**src/rtl/pwb_pkg.sv**
```systemverilog
package pwb_pkg;
    localparam int DATA_W = 32;
    localparam int BE_W   = 4;

    typedef enum logic [1:0] {
        MEM_COPYBACK = 2'b00,
        MEM_WTHRU    = 2'b01,
        MEM_INHIB    = 2'b10,
        MEM_INHIB_B  = 2'b11
    } mem_mode_e;

    // posting rule: enabled and (write-through, or inhibited and imprecise)
    function automatic logic may_post(input logic en, input logic [1:0] mode,
                                      input logic precise);
        logic wt, ci;
        wt = (mode == MEM_WTHRU);
        ci = (mode == MEM_INHIB) || (mode == MEM_INHIB_B);
        return en && (wt || (ci && !precise));
    endfunction
endpackage

```
**src/rtl/pwb_fifo.sv**
```systemverilog
module pwb_fifo #(
    parameter int DEPTH = 4,
    parameter int EW    = 68
) (
    input  logic          clk,
    input  logic          rst_n,
    input  logic          push,
    input  logic [EW-1:0] push_ent,
    input  logic          pop,
    output logic [EW-1:0] head,
    output logic          empty,
    output logic          full
);
    localparam int PW = (DEPTH > 1) ? $clog2(DEPTH) : 1;
    localparam int CW = $clog2(DEPTH + 1);

    typedef struct packed {
        logic [DEPTH-1:0][EW-1:0] mem;
        logic [PW-1:0]            wr;
        logic [PW-1:0]            rd;
        logic [CW-1:0]            cnt;
    } fifo_st_t;

    fifo_st_t st_d, st_q;

    function automatic logic [PW-1:0] step(input logic [PW-1:0] p);
        return (p == PW'(DEPTH - 1)) ? '0 : p + 1'b1;
    endfunction

    always_comb begin
        st_d = st_q;
        if (push) begin
            st_d.mem[st_q.wr] = push_ent;
            st_d.wr           = step(st_q.wr);
        end
        if (pop) begin
            st_d.rd = step(st_q.rd);
        end
        case ({push, pop})
            2'b10:   st_d.cnt = st_q.cnt + 1'b1;
            2'b01:   st_d.cnt = st_q.cnt - 1'b1;
            default: st_d.cnt = st_q.cnt;
        endcase
    end

    always_ff @(posedge clk or negedge rst_n) begin
        if (!rst_n) st_q <= '0;
        else        st_q <= st_d;
    end

    assign head  = st_q.mem[st_q.rd];
    assign empty = (st_q.cnt == '0);
    assign full  = (st_q.cnt == CW'(DEPTH));
endmodule

```
**src/rtl/pwb_steer.sv**
```systemverilog
module pwb_steer #(
    parameter int EW = 68
) (
    input  logic          en,
    input  logic          cpu_req,
    input  logic [1:0]    cpu_mode,
    input  logic          cpu_precise,
    input  logic [EW-1:0] cpu_ent,
    input  logic          q_empty,
    input  logic          q_full,
    input  logic [EW-1:0] q_head,
    input  logic          bus_ack,
    output logic          posted,
    output logic          push,
    output logic          pop,
    output logic          cpu_ready,
    output logic          bus_req,
    output logic [EW-1:0] bus_ent
);
    import pwb_pkg::*;

    always_comb begin
        posted    = may_post(en, cpu_mode, cpu_precise);
        push      = cpu_req && posted && !q_full;
        pop       = !q_empty && bus_ack;
        // bypass completes only when the bus takes it and nothing is queued ahead
        cpu_ready = posted ? !q_full : (q_empty && bus_ack);
        bus_req   = !q_empty || (cpu_req && !posted);
        bus_ent   = q_empty ? cpu_ent : q_head;
    end
endmodule

```
**src/rtl/pwb_top.sv**
```systemverilog
module pwb_top #(
    parameter int AW    = 32,
    parameter int DEPTH = 4
) (
    input  logic          clk,
    input  logic          rst_n,
    input  logic          ctl_wr,
    input  logic          ctl_en,
    input  logic          cpu_req,
    input  logic [AW-1:0] cpu_addr,
    input  logic [31:0]   cpu_data,
    input  logic [3:0]    cpu_be,
    input  logic [1:0]    cpu_mode,
    input  logic          cpu_precise,
    output logic          cpu_ready,
    output logic          bus_req,
    output logic [AW-1:0] bus_addr,
    output logic [31:0]   bus_data,
    output logic [3:0]    bus_be,
    input  logic          bus_ack,
    output logic          buf_empty
);
    import pwb_pkg::*;

    localparam int EW = AW + DATA_W + BE_W;

    typedef struct packed {
        logic en;
    } ctl_st_t;

    ctl_st_t ctl_d, ctl_q;

    always_comb begin
        ctl_d = ctl_q;
        if (ctl_wr) ctl_d.en = ctl_en;
    end

    always_ff @(posedge clk or negedge rst_n) begin
        if (!rst_n) ctl_q <= '0;
        else        ctl_q <= ctl_d;
    end

    logic [EW-1:0] cpu_ent, head_w, bus_ent;
    logic          push_w, pop_w, empty_w, full_w, posted_w;

    assign cpu_ent = {cpu_addr, cpu_data, cpu_be};

    pwb_fifo #(.DEPTH(DEPTH), .EW(EW)) u_fifo (
        .clk      (clk),
        .rst_n    (rst_n),
        .push     (push_w),
        .push_ent (cpu_ent),
        .pop      (pop_w),
        .head     (head_w),
        .empty    (empty_w),
        .full     (full_w)
    );

    pwb_steer #(.EW(EW)) u_steer (
        .en          (ctl_q.en),
        .cpu_req     (cpu_req),
        .cpu_mode    (cpu_mode),
        .cpu_precise (cpu_precise),
        .cpu_ent     (cpu_ent),
        .q_empty     (empty_w),
        .q_full      (full_w),
        .q_head      (head_w),
        .bus_ack     (bus_ack),
        .posted      (posted_w),
        .push        (push_w),
        .pop         (pop_w),
        .cpu_ready   (cpu_ready),
        .bus_req     (bus_req),
        .bus_ent     (bus_ent)
    );

    assign bus_addr  = bus_ent[EW-1 -: AW];
    assign bus_data  = bus_ent[BE_W +: DATA_W];
    assign bus_be    = bus_ent[BE_W-1:0];
    assign buf_empty = empty_w;
endmodule

```
**config.mk**
```make
export PLATFORM = sky130hd
export DESIGN_NAME = pwb_top
export DESIGN_NICKNAME = d
export VERILOG_FILES = /design/src/rtl/pwb_pkg.sv /design/src/rtl/pwb_fifo.sv /design/src/rtl/pwb_steer.sv /design/src/rtl/pwb_top.sv
export SDC_FILE = /design/constraint.sdc
export NUM_CORES = 1
export LEC_CHECK = 0
export BUFFER_PORTS_ARGS = -buffer_cell sky130_fd_sc_hd__buf_4
export CAP_MARGIN = 20
export CORE_MARGIN = 2
export CORE_UTILIZATION = 30
export CTS_CLUSTER_DIAMETER = 60
export CTS_CLUSTER_SIZE = 8
export DETAILED_ROUTE_END_ITERATION = 16
export MAX_ROUTING_LAYER = met4
export SETUP_SLACK_MARGIN = 0.1
export SYNTH_ARGS = -nofsm -noshare
export SYNTH_HDL_FRONTEND = slang
export SYNTH_HIERARCHICAL = 1
export SYNTH_SLANG_ARGS = --single-unit
```
**constraint.sdc**
```tcl
create_clock -name clk -period 3 [get_ports clk]
set_clock_uncertainty 0.15 [all_clocks]
set_input_delay 0 -clock clk [delete_from_list [all_inputs] [get_ports clk]]
set_output_delay 0 -clock clk [all_outputs]
set_load 0.02 [all_outputs]
```
==> key figures, run 1 <==
Route
  – Vias/cell: 4.662
  – Initial DRC count: 265
  – Via count: 7571
  – Avg WL per Cell: 18.91 um
  – Routed Antenna Nets: 0
  – Drt drc: 0
  – Total wire length: 30.70 mm
  – First-pass iteration count of the detailed router: 4

Timing
  – Setup Viol. Count Final: 0
  – Worst setup margin: 0.2982 ns
  – Setup TNS: 0 ns
  – Crit path time final: 2.702 ns
  – Slew at the pin closest to its max-slew limit: 0.7455 ns
  – Unrepaired setup endpoints after global routing: false
  – Period Utilization, post-route: 90.06%
  – Fmax: 370.1 MHz
  – Worst slew margin: 50.30%
  – Max-slew violation count: 0
  – Fin. Hold Viols: 0

Floorplan
  – Row Count: 78
  – Die height: 217.2 um
  – IO Pins: 148
  – Width of the die: 217.2 um
  – Die area: 47200 um2
  – Starting Density: 30.26%
  – Core area: 45090 um2

Worst setup path
  – Worst path required time: 2.85 ns
  – Critical path endpoint category: output port
  – Peak fanout along the critical path: 33
  – Register-to-Register Path Depth: 7
  – R2R setup slack: 0.68 ns
  – RR Endpoint: u_fifo/st_q[94]
  – Worst EP arrival: 2.55 ns
  – Buf/Inv on CP: 2
  – R2r startpoint: u_fifo/st_q[0]
  – Largest stage delay, worst path: 0.64 ns
  – CP max stage cell: dfrtp_4
  – Cell family with the largest share of critical-path delay: multiplexers
  – Worst-path cell chain: buf_12 -> mux4_2 -> mux2_4 -> buf_4
  – CP Depth: 4
  – Crit Path Category: flop to output port
  – Worst setup SP type: flop

Logic synthesis
  – EDFF count, synth: 0
  – Synthesized-area fraction occupied by adder cells: 0.6971%
  – Most frequent cell after synthesis: dfrtp_1
  – Yosys warning total: 6
  – Post-synth design cell area: 13640 um2
  – Mux share of post-synthesis cell area: 43.76%
  – Synth area leaders: dfrtp_1, mux2_4, mux2_2
  – Top FF cell, synth: dfrtp_1
  – Largest area contributor in the netlist: dfrtp_1
  – Seq/Total Area, Yosys: 51.36%
  – Distinct cells, synth: 25
  – Post-synthesis register bit count: 280
  – Most frequent cells after synthesis: dfrtp_1, mux2_2, mux2_4, mux4_2, buf_2
  – Post-Synth XOR/XNOR Area: 0.1926%
  – Largest family of logic cells by synthesized area: multiplexers
  – Fraction of registers with async set/reset: 100.0%
  – Syn_area_per_cell: 17.47 um2
  – Synth top area share: 51.36%
  – Synth Area in Simple Gates: 0.5320%
  – Post-synthesis compound-gate area fraction: 0.1651%
  – Mapped Cells: 781
  – Syn_nets: 865

Pwr
  – Peak supply drop: 0.6170 mV
  – Clock Power Share: 19.8%
  – Power Density: 1210 nW/um2
  – Leak pwr: 7.947 nW
  – Sw Share: 31.58%
  – Flop pwr share: 32.5%
  – Comb pwr share: 47.6%
  – Internal: 14.29 mW
  – Switching Power: 6.595 mW
  – Total power: 20.88 mW

Clock network
  – CTS Sinks: 280
  – Clock-pin slew on the worst setup and hold paths: 0.05 ns
  – H-Tree Depth: 2
  – CTS root buffer: clkbuf_16
  – TritonCTS clock tree: yes
  – Clk_lat worst skew: 0.54 ns
  – Cts bufs inserted: 42
  – CTS Buffer Depth: 3

Global route
  – Initial antenna violation count: 1
  – Pin count of the biggest net entering global routing: 83
  – Total grt overflow: 0
  – First-pass GRT wire length: 48.82 mm
  – Tot GR Track Use: 13.67%
  – Vias in the first global route: 8510

Finish
  – Layout filler cell count: 4225
  – Layout Nets: 1100
  – Share of cells above drive strength 1: 61.97%
  – Area Overhead vs Synth: 26.50%

Flow run
  – Max-cap violations: 0

Placed design
  – Port bufs: 147
  – Post-place setup slack: 0.6436 ns
  – Detailed placer's ending HPWL: 18.08 mm
  – Routability Congestion: 0.6722

Run status
  – Status: finished clean

Min path
  – Hold Path End: u_fifo/st_q[6]
  – Hold Crit Start: cpu_precise
  – Worst Hold Depth: 7
  – Hold Path Class: primary input to flop
==> worst max path at each step <==
stage                               from          endpoint  slack [ns]
final                     u_fifo/st_q[3]      bus_data[31]        0.30
after global routing      u_fifo/st_q[3]      bus_data[31]        0.15
after CTS                 u_fifo/st_q[3]      bus_data[31]        0.20
after detailed placement  u_fifo/st_q[0]  u_fifo/st_q[111]        0.64
after global placement    u_fifo/st_q[0]  u_fifo/st_q[175]        0.66
after floorplan           u_fifo/st_q[0]    u_fifo/st_q[2]        0.49
==> kinds of logic (layout without fill, tap and decap cells) <==
logic type      count (synthesis)  in the layout
flops                         280            280
buf+inv                        60            302
xor+xnor                        3              3
simple gates                   14             14
compound gates                  4              4
fa+ha+maj                       7              7
mux                           413            413
other cells                     0              1
==> layer usage <==
layer | vias up | GRT usage (%) | share of wire (%)
li1 | 3384 | - | -
met1 | 4006 | 17.08 | 45
met2 | 126 | 22.25 | 49
met3 | 55 | 2.739 | 4.1
met4 | 0 | 4.521 | 2.4
met5 | - | - | 0
==> placed cells by master, fill, tap and decap left out, drive strengths merged, types with 3 or more instances in the layout <==
master,count
buf,169
mux4,68
dfrtp,280
clkbuf,48
ha,6
nand2,7
mux2,343
o21ai,3
inv,9
dlygate4sd3,74
==> sequential cells by signal, indices dropped and copies added (netlist names) <==
signal	flops
u_fifo/st_q	279
ctl_q	1
==> power by group through the flow <==
stage               clock [mW]  combinational, mW  sequential [mW]
finish                    4.14               9.95             6.80
floorplan                    0               7.55             6.32
detailed placement           0               10.0             6.82
CTS                       4.33               10.1             6.79
global route              4.47               10.6             7.04
global placement             0               9.89             6.76
==> stage by stage <==
step	utilization, %	cell area, um2	cells	hold WS [ns]
floorplan	-	13640	781	-0.4456
global placement	34.12	15380	1498	-0.09299
CTS	38.27	17250	1623	0.06871
global route	38.27	17260	1624	0.1100
detailed placement	34.12	15380	1498	-0.09508
finish	38.27	17260	1624	0.07686
==> final cells by class <==
cell class              count  area (um2)  share of cell area (%)
inverters                   8       30.03                  0.1740
clock inverters             3       26.28                  0.1523
multi-input cells         441        6211                   35.99
flip-flops and latches    280        7014                   40.65
well taps                 600       750.7                   4.350
diodes                      1       2.502                 0.01450
clock buffers              48        1105                   6.402
repair buffers            243        2117                   12.27
==> repair_timing <==
action,4_1_cts,5_1_grt
hold endpoints to repair,557,0
hold buffers,74,0
resized for setup,0,0
buffers inserted,0,0
==> worst reg2reg max path, stage by stage, from the launching register on <==
cell	delay (ns)
dfrtp_1	0.40
inv_1	0.10
and3_1	0.18
nor3_1	0.06
buf_4	0.20
nand2_4	0.25
buf_4	0.45
mux2_2	0.41
No activity file was read; power rests on OpenSTA's default activity.
==> run 2, diff against run 1 <==
--- a/config.mk
+++ b/config.mk
@@ -9,4 +9,3 @@
 export CAP_MARGIN = 20
-export CORE_MARGIN = 2
-export CORE_UTILIZATION = 30
+export CORE_UTILIZATION = 45
 export CTS_CLUSTER_DIAMETER = 60
--- a/constraint.sdc
+++ b/constraint.sdc
@@ -4,2 +4,2 @@
 set_output_delay 0 -clock clk [all_outputs]
-set_load 0.02 [all_outputs]
+set_load 0.01 [all_outputs]
==> run 2 against run 1 <==
  * The flow now finishes with violations (negative hold slack)
  * Non-clock buffer count shrank 3
  * Sequential share of layout area grew 0.57 points
  * Critical path depth is the same
  * Routed wire length shrank 1.6%
  * Cell count shrank 13%
  * Global-route usage grew 7.2 points
  * First-iteration DRC count shrank 35%
  * Fmax shrank 0.82%
  * Hold slack lost 0.15 ns
  * Count of clock-buffer cells in the layout shrank 2
  * Setup slack lost 0.022 ns
  * Highest routed layer unchanged
==> key figures, run 2 (synthesized netlist as in run 1, its figures left out) <==
Run status
  – Status: complete, but fails checks (was finished clean)
  – Failing checks: negative hold slack

Floorplan
  – Row Count: 63 (was 78)
  – Width of the die: 176.1 um (was 217.2 um)
  – Starting Density: 45.91% (was 30.26%)
  – Die height: 176.1 um (was 217.2 um)
  – Core area: 29720 um2 (was 45090 um2)
  – IO Pins: 148 (unchanged)
  – Die area: 31010 um2 (was 47200 um2)

Global route
  – First-pass GRT wire length: 48.63 mm (was 48.82 mm)
  – Tot GR Track Use: 20.89% (was 13.67%)
  – Initial antenna violation count: 1 (unchanged)
  – Pin count of the biggest net entering global routing: 105 (was 83)
  – Vias in the first global route: 8970 (was 8510)
  – Total grt overflow: 0 (unchanged)

Route
  – Vias/cell: 5.436 (was 4.662)
  – Initial DRC count: 172 (was 265)
  – Via count: 7659 (was 7571)
  – Routed Antenna Nets: 0 (unchanged)
  – First-pass iteration count of the detailed router: 4 (unchanged)
  – Drt drc: 0 (unchanged)
  – Total wire length: 30.22 mm (was 30.70 mm)
  – Avg WL per Cell: 21.45 um (was 18.91 um)

Clock network
  – CTS root buffer: clkbuf_16 (unchanged)
  – CTS Sinks: 280 (unchanged)
  – Clock-pin slew on the worst setup and hold paths: 0.05 ns (about the same)
  – Post-CTS Setup Inserts: 0 (unchanged)
  – TritonCTS clock tree: yes (unchanged)
  – Cts bufs inserted: 41 (was 42)
  – CTS Buffer Depth: 3 (unchanged)
  – H-Tree Depth: 2 (unchanged)
  – Clk_lat worst skew: 0.51 ns (was 0.54 ns)

Flow run
  – Max-cap violations: 0 (unchanged)

Placed design
  – Detailed placer's ending HPWL: 17.96 mm (was 18.08 mm)
  – Routability Congestion: 0.6998 (was 0.6722)
  – Port bufs: 147 (unchanged)

Finish
  – Number of flip-flops in the largest register: 279 (unchanged)
  – Most common cell after layout, fill and taps aside: dfrtp_1 (unchanged)
  – Register area: 7014 um2 (unchanged)
  – Biggest regs: u_fifo/st_q x279, ctl_q x1 (unchanged)
  – Share of cells above drive strength 1: 61.98% (was 61.97%)
  – Layout Nets: 1096 (was 1100)
  – Layout filler cell count: 2287 (was 4225)
  – Area of the multi-input gates: 6211 um2 (unchanged)
  – Area Overhead vs Synth: 24.75% (was 26.50%)
  – Biggest register: u_fifo/st_q (unchanged)
  – Highest-count cells in the layout ignoring fill and taps: dfrtp_1, mux2_2, buf_4 (unchanged)

Min path
  – Hold Path Class: primary input to asynchronous set/reset pin (was primary input to flop)

Worst setup path
  – Largest stage delay, worst path: 0.70 ns (was 0.64 ns)
  – Crit Path Category: flop to output port (unchanged)
  – Critical path endpoint category: output port (unchanged)
  – Crit-path most repeated cell: buf_4
  – Buf/Inv on CP: 2 (unchanged)
  – Worst EP arrival: 2.57 ns (was 2.55 ns)
  – Worst path required time: 2.85 ns (about the same)
  – Worst-path cell chain: buf_4 -> mux4_2 -> mux2_4 -> buf_4 (was buf_12 -> mux4_2 -> mux2_4 -> buf_4)
  – Worst setup SP type: flop (unchanged)
  – Peak fanout along the critical path: 21 (was 33)
  – CP max stage cell: dfrtp_4 (unchanged)
  – Cell family with the largest share of critical-path delay: multiplexers (unchanged)

Timing
  – Max-slew violation count: 0 (unchanged)
  – WHS: -0.07491 ns (was 0.07686 ns)
  – Worst slew margin: 42.67% (was 50.30%)
  – Setup Viol. Count Final: 0 (unchanged)
  – Fmax: 367.1 MHz (was 370.1 MHz)
  – Crit path time final: 2.724 ns (was 2.702 ns)
  – Unrepaired setup endpoints after global routing: false (unchanged)
  – Slew at the pin closest to its max-slew limit: 0.8600 ns (was 0.7455 ns)
  – Period Utilization, post-route: 90.80% (was 90.06%)
  – Fin. Hold Viols: 31 (was 0)
  – Setup TNS: 0 ns (unchanged)

Pwr
  – Leak pwr: 7.961 nW (was 7.947 nW)
  – Peak supply drop: 0.5944 mV (was 0.6170 mV)
  – Power Density: 1184 nW/um2 (was 1210 nW/um2)
==> run 2: final timing paths <==
| check | start | to | slack, ns | depth (start not counted) |
|---|---|---|---|---|
| min in group clk | cpu_precise | u_fifo/st_q[6] | 0.10 | 7 |
| min reg2reg | u_fifo/st_q[166] | u_fifo/st_q[166] | 0.35 | 1 |
| max | u_fifo/st_q[3] | bus_data[29] | 0.28 | 4 |
| max in group asynchronous | rst_n | u_fifo/st_q[19] | 1.80 | 3 |
| min | rst_n | u_fifo/st_q[266] | -0.07 | 2 |
| max reg2reg | u_fifo/st_q[0] | u_fifo/st_q[2] | 0.60 | 11 |
==> run 2: area by class of cell <==
class | count | area share (%)
diodes | 1 | 0.01470
clock buffers | 46 | 6.389
clock inverters | 3 | 0.2573
inverters | 8 | 0.1764
multi-input cells | 441 | 36.49
flip-flops and latches | 280 | 41.21
well taps | 390 | 2.867
repair buffers | 240 | 12.59
==> run 2: timing repair <==
item	in CTS	in global routing
hold buffers	73	0
gates resized for setup	0	0
endpoints found under the hold margin	385	0
==> run 2: layer usage <==
| metal | global-route usage (%) | wire (um) | vias up |
|---|---|---|---|
| li1 | - | - | 3370 |
| met1 | 25.75 | 12830 | 4073 |
| met2 | 35.33 | 15540 | 161 |
| met3 | 3.230 | 1202 | 55 |
| met4 | 6.486 | 647 | 0 |
| met5 | - | 0 | - |
==> run 2: power by group <==
group | internal (mW) | switching [mW] | total [mW]
Sequential | 5.70 | 1.18 | 6.88
Combinational | 6.01 | 3.15 | 9.16
Clock | 2.60 | 1.52 | 4.11
Total | 14.3 | 5.85 | 20.2
==> run 2: worst reg2reg max path, delay by kind of cell, from the launching register on <==
kind	cells	cell delay, ns
adders and majority gates	2	0.59
buffers and inverters	4	0.48
DFF	1	0.41
and+or+nand+nor	3	0.39
xor gates and xnor gates	2	0.32
==> run 2: per-stage QoR <==
step	power [mW]	std cells	worst slack [ns]	instance area, um2	utilization, %
final	20.15	1409	0.2759	17020	57.27
after global placement	15.67	1286	0.7097	15150	51.00
after detailed placement	16.09	1286	0.6055	15150	51.00
after CTS	20.42	1408	0.2034	17020	57.26
after global routing	21.31	1409	0.1349	17020	57.27
after floorplan	13.05	781	0.5675	13640	-
